[src/rtl/msi_window_decoder.sv]
module msi_window_decoder #(
  parameter int ENTRIES = 8,
  parameter int ADDR_W  = 20,
  parameter int DATA_W  = 32,
  parameter int IRQ_W   = 8,
  localparam int IDX_W   = (ENTRIES > 1) ? $clog2(ENTRIES) : 1,
  localparam int SLOT_W  = ADDR_W - 16,
  localparam int NUM_IRQ = 1 << IRQ_W
) (
  input  logic               clk,
  input  logic               rst_n,
  input  logic               wr_en,
  input  logic [ADDR_W-1:0]  wr_offset,
  input  logic [DATA_W-1:0]  wr_data,
  input  logic               rd_en,
  output logic [DATA_W-1:0]  rd_data,
  input  logic               cfg_we,
  input  logic [IDX_W-1:0]   cfg_idx,
  input  logic [IRQ_W-1:0]   cfg_base,
  output logic               irq_pulse,
  output logic [NUM_IRQ-1:0] irq_vec,
  output logic [IRQ_W-1:0]   irq_num,
  output logic [IDX_W-1:0]   irq_entry,
  output logic               err
);

  logic [IRQ_W-1:0]  first_q [ENTRIES];
  logic [SLOT_W-1:0] slot;
  logic [DATA_W-1:0] vec_full;
  logic [IRQ_W-1:0]  first_sel;
  logic [IRQ_W-1:0]  sum;
  logic              in_range, accept, drop;

  assign rd_data  = '0;
  assign slot     = wr_offset[ADDR_W-1:16];
  assign vec_full = DATA_W'(wr_offset[15:2]) | wr_data;
  assign in_range = 32'(slot) < ENTRIES;
  assign accept   = wr_en & ~rd_en & in_range;
  assign drop     = wr_en & ~rd_en & ~in_range;

  always_comb begin
    first_sel = '0;
    for (int i = 0; i < ENTRIES; i++)
      if (32'(slot) == i) first_sel = first_q[i];
  end

  assign sum = first_sel + vec_full[IRQ_W-1:0];

  always_ff @(posedge clk) begin
    if (!rst_n) begin
      for (int i = 0; i < ENTRIES; i++) first_q[i] <= '0;
    end else if (cfg_we && 32'(cfg_idx) < ENTRIES) begin
      first_q[cfg_idx] <= cfg_base;
    end
  end

  always_ff @(posedge clk) begin
    if (!rst_n) begin
      irq_pulse <= 1'b0;
      irq_vec   <= '0;
      irq_num   <= '0;
      irq_entry <= '0;
      err       <= 1'b0;
    end else begin
      irq_pulse <= accept;
      irq_vec   <= accept ? (NUM_IRQ'(1) << sum) : '0;
      if (accept) begin
        irq_num   <= sum;
        irq_entry <= slot[IDX_W-1:0];
      end
      if (drop) err <= 1'b1;
    end
  end

endmodule

[config.mk]
export PLATFORM = sky130hd
export DESIGN_NAME = msi_window_decoder
export DESIGN_NICKNAME = d
export VERILOG_FILES = /design/src/rtl/msi_window_decoder.sv
export SDC_FILE = /design/constraint.sdc
export NUM_CORES = 1
export LEC_CHECK = 0
export CAP_MARGIN = 25
export CORE_MARGIN = 1.5
export CORE_UTILIZATION = 36
export DETAILED_ROUTE_END_ITERATION = 10
export HOLD_SLACK_MARGIN = 0.02
export PLACE_DENSITY = 0.68
export SLEW_MARGIN = 20
export SYNTH_ARGS = -nofsm -noshare
export SYNTH_HDL_FRONTEND = slang
export SYNTH_SLANG_ARGS = --single-unit
[constraint.sdc]
create_clock -name clk -period 9.4 [get_ports clk]
set_clock_uncertainty 0.1 [all_clocks]
set_input_delay 0.94 -clock clk [delete_from_list [all_inputs] [get_ports clk]]
set_output_delay 0.94 -clock clk [all_outputs]
set_load 0.01 [all_outputs]
Yosys cells after proc, flatten, opt, wreduce, memory -nomap -nowiden --
Memories as Yosys holds them, arrays and structs flattened. Cells that the tools add are included.
Word-level totals: input port bits 68, memory bits (writable) 64, bits in registers 269, bits in latches 0, memory bits (read-only) 0, logic and storage cells 40, memories 1
Cells by class: bitwise logic cells 6, div/mod/pow operators 0, shift-type cells 1, multipliers 0, muxes and demuxes 15, reduce and logical (&&, ||, !) cells 3, $lt $le $gt $ge 1, add/subtract/negate cells 1, equal/unequal tests 7
Memory list:
- first_q | depth 8, width 8, read ports 8, clocked after memory_dff 0, wr ports 8, line 27 | logic [IRQ_W-1:0] first_q [ENTRIES];
Operators with widths (number):
- $shl 1x8->256 const A | 1
- $mux 8 | 9
- $eq 4x3->1 const B | 4
- $add 8x8->8 | 1
- $eq 4x2->1 const B | 2
- $or 8x8->8 | 1
- $reduce_or 8->1 | 1
- $mux 1 | 5
- $eq 4x1->1 const B | 1
- $logic_not 4->1 | 1
- $lt 4x4->1 const B | 1
- $and 1x1->1 | 3
- $mux 3 | 1
- $not 1->1 | 2
- $reduce_and 2->1 | 1

Logic depth before layout (Yosys ltp) --
depth in word-level cells 11, gate-level depth with buffers 18, gate-level depth less buffers 15

Worst setup path before layout --
OpenSTA, ideal clock, no wires.
kind input -> register, start point input wr_offset[16], end point register irq_vec[134], setup time 139 ps, slack 5110 ps, arrival time 4051 ps, stages 16, path buffers 3, cell sequence clkbuf_1 > or3b_2 > clkbuf_1 > o211a_1 > a221oi_1 > o21ai_0 > ha_1 > inv_1 > fa_1 > nor2b_1 > o31a_1 > a21oi_1 > nor2_1 > nand2_1 > clkbuf_1 > nor3_1
On the way: cells in the longest elaborated chain, start to end 11, elaborated cells on any way between the ends 21
Ends and longest elaborated chain:
- from (decl) | line 13 | input logic [ADDR_W-1:0] wr_offset,
- $logic_not 4->1 | line 44 | if (32'(slot) == i) first_sel = first_q[i];
- $mux 8 (8 in a row) | line 44
- $add 8x8->8 | line 47 | assign sum = first_sel + vec_full[IRQ_W-1:0];
- $shl 1x8->256 | line 66 | irq_vec <= accept ? (NUM_IRQ'(1) << sum) : '0;
- to (signal assigned) | line 66
- to (decl) | line 21 | output logic [NUM_IRQ-1:0] irq_vec,
Several ways; a longest one is shown, not always the timed one. A chain may end at the register's enable or synchronous reset.

Final worst setup path --
start point input wr_offset[17], end point register irq_vec[78]
The elaborated chain is that of the path after synthesis.

==> flow_metrics.env <==
export IMPL_synth_flop_cell="dfxtp_1"
export IMPL_die_area_um2=32300
export IMPL_viasPerCell=4.87
export IMPL_setup_ws_ns=3.20
export IMPL_io_pins=369
export IMPL_fin_crit_sh=0.660
export IMPL_worstSetupPathType="input pin to register"
export IMPL_max_freq_ghz=0.161
export IMPL_hold_buffers=0
export IMPL_setup_tns_ns=0
export IMPL_p_per_area_nw_per_um2=212
export IMPL_synthToLayoutAreaGrowth_pct=38.5
export IMPL_drive_above_1_share=0.0963
export IMPL_die_height_um=180
export IMPL_cts_buffers=36
export IMPL_multi_input_area_um2=3370
export IMPL_period_needed_ns=6.20
export IMPL_initial_core_util=0.366
export IMPL_die_w_um=180
export IMPL_finalSetupViolCount=0
export IMPL_wirelength_mm=32.7
export IMPL_rsz0062_at_grt="false"
export IMPL_nets=1358
export IMPL_fill_cells=2757
export IMPL_cts_tree="done"
export IMPL_whs_ns=0.364
export IMPL_worst_ep_required_time_ns=9.64
export IMPL_status="completed"
export IMPL_n_antenna_cell=0
export IMPL_synth_seq_cells=333
export IMPL_maxCapViolations=0
export IMPL_place_inst=1638
export IMPL_overflow=0
export IMPL_final_cell_mix="clkdlybuf4s50_1 (304), dfxtp_1 (269), nor3_1 (229), and2_1 (66), edfxtp_1 (64)"
export IMPL_ir_drop_mv=0.138
export IMPL_drc=0
export IMPL_htreeDepth=2
export IMPL_arrival_ns=6.44
export IMPL_async_reset_ff_frac=0
export IMPL_dp_hpwl_mm=21.9
export IMPL_cts_sinks=333
export IMPL_cts_root_buf="clkbuf_16"
export IMPL_startpoint_type="input pin"
export IMPL_yosys_cell_types_count=43
export IMPL_grt_pass1_wl_mm=48.7
export IMPL_crit_path_max_fanout=90
export IMPL_tightest_slew_ns=1.06
export IMPL_cts_resized=0
export IMPL_synth_edf_count=64
export IMPL_netlist_instances=1007
export IMPL_hold_viol=0
export IMPL_antenna_found_initial=0
export IMPL_syn_area_per_cell_um2=11.1
export IMPL_gp_congestion=0.782
export IMPL_row_count=64
export IMPL_worst_setup_path_end_kind="register"
export IMPL_port_buffers=304
export IMPL_layoutNonFillerInstCount=1705
export IMPL_grt_usage=0.196
export IMPL_grt_pass1_vias=7871
export IMPL_hold_class="register to register"
export IMPL_dp_worst_setup_slack_ns=2.69
export IMPL_synth_seq_area_share=0.651
export IMPL_clk_latency_ns=0.50
export IMPL_ant_nets=0
export IMPL_post_cts_buffers=0
export IMPL_slew_headroom=0.292
export IMPL_power_leakage_nw=5.43
export IMPL_r2r_setup_slack_ns=4.95
export IMPL_drv_slew=0
export IMPL_drtIter0Drc=554
export IMPL_clk_pin_slew_ns=0.06
export IMPL_final_common_cell="clkdlybuf4s50_1"
export IMPL_clock_path_buffers=3
export IMPL_grt_max_degree=117
export IMPL_core_um2=30700
export IMPL_ff_latch_area_um2=7310
export IMPL_synth_cell_area_um2=11200
export IMPL_final_core_util=0.507
export IMPL_dr_pass1_iters=5
export IMPL_wl_per_cell_um=19.2
export IMPL_synth_warnings=0
export IMPL_dr_total_vias=8302
worst paths after layout:
kind / from / end / cells after the start
max: wr_offset[17] / irq_vec[78] / 14
min: irq_num[0] / irq_num[0] / 2
max reg2reg: first_q[0][1] / irq_vec[78] / 12
min reg2reg: irq_num[0] / irq_num[0] / 2
state kept, by name, summed over array words and instances (netlist names):
signal / count
irq_vec: 256
first_q: 64
irq_num: 8
irq_entry: 3
err: 1
irq_pulse: 1
logic make-up (layout without fill, tap and decap cells):
group | after synthesis | in the layout | synth area share
AO/OA/AOI/OAI | 61 | 61 | 0.0367
XOR/XNOR | 10 | 10 | 0.00780
adder cells (fa/ha/maj) | 8 | 8 | 0.00958
buffers and inverters | 121 | 392 | 0.0622
flip-flops | 333 | 333 | 0.651
multiplexers | 6 | 6 | 0.00769
other | 1 | 32 | 0.000334
AND/OR/NAND/NOR | 467 | 467 | 0.225
worst max-delay path: stages:
cell             delay, ns
clkdlybuf4s50_1       1.01
nor2b_1               0.32
or3b_2                0.54
o211a_1               0.25
a221oi_1              0.26
o21ai_0               0.15
ha_1                  0.37
a21oi_1               0.17
nand3_1               0.16
a31oi_1               0.69
xnor2_2               0.18
buf_4                 0.40
buf_4                 0.78
nor3_1                0.17
per-stage QoR:
stage / area (µm²) / power, W
3_3_place_gp: 14400 / 0.00195
5_1_grt: 15500 / 0.00342
3_5_place_dp: 14400 / 0.00196
4_1_cts: 15500 / 0.00332
2_1_floorplan: 11300 / 0.00187
6_report: 15500 / 0.00330
where the power goes:
part / internal (W) / leakage, nW / total (W) / switching (W)
combinational: 0.0000923 / 2.06 / 0.000438 / 0.000346
clock: 0.000812 / 0.587 / 0.00138 / 0.000564
sequential: 0.00148 / 2.78 / 0.00148 / 0.00000712
total: 0.00238 / 5.43 / 0.00330 / 0.000917
final cells by class:
| cell class | instances | area share |
|---|---|---|
| sequential | 333 | 0.470 |
| multi-input combinational | 584 | 0.217 |
| timing repair buffer | 320 | 0.204 |
| clock buffer | 49 | 0.0670 |
| tap | 396 | 0.0319 |
| clock inverter | 16 | 0.00869 |
| inverter | 7 | 0.00169 |
cells in the mapped netlist (4+ instances only):
cell type	count	area share
nor2_1	35	0.012
xnor2_1	6	0.0047
buf_6	13	0.013
edfxtp_1	64	0.17
buf_4	33	0.022
inv_1	7	0.0023
nand3_1	8	0.0036
nand2b_1	6	0.0033
nand2_1	62	0.021
nor3_1	229	0.10
a221oi_1	7	0.0055
xor2_1	4	0.0031
and2_1	66	0.037
dfxtp_1	269	0.48
nor3_2	32	0.029
ha_1	7	0.0078
buf_2	18	0.0080
nor2b_1	6	0.0033
a21boi_0	7	0.0047
o21ai_0	27	0.012
clkbuf_1	48	0.016
or2_2	8	0.0045
o211a_1	7	0.0062
layer usage:
| layer | vias to the layer above | wire [µm] | track usage |
|---|---|---|---|
| li1 | 3937 | - | - |
| met3 | 73 | 2010 | 0.0385 |
| met2 | 357 | 16100 | 0.341 |
| met1 | 3935 | 13400 | 0.239 |
| met4 | 0 | 1140 | 0.0740 |
| met5 | - | 0 | 0 |
No activity file was read; power rests on OpenSTA's default activity.
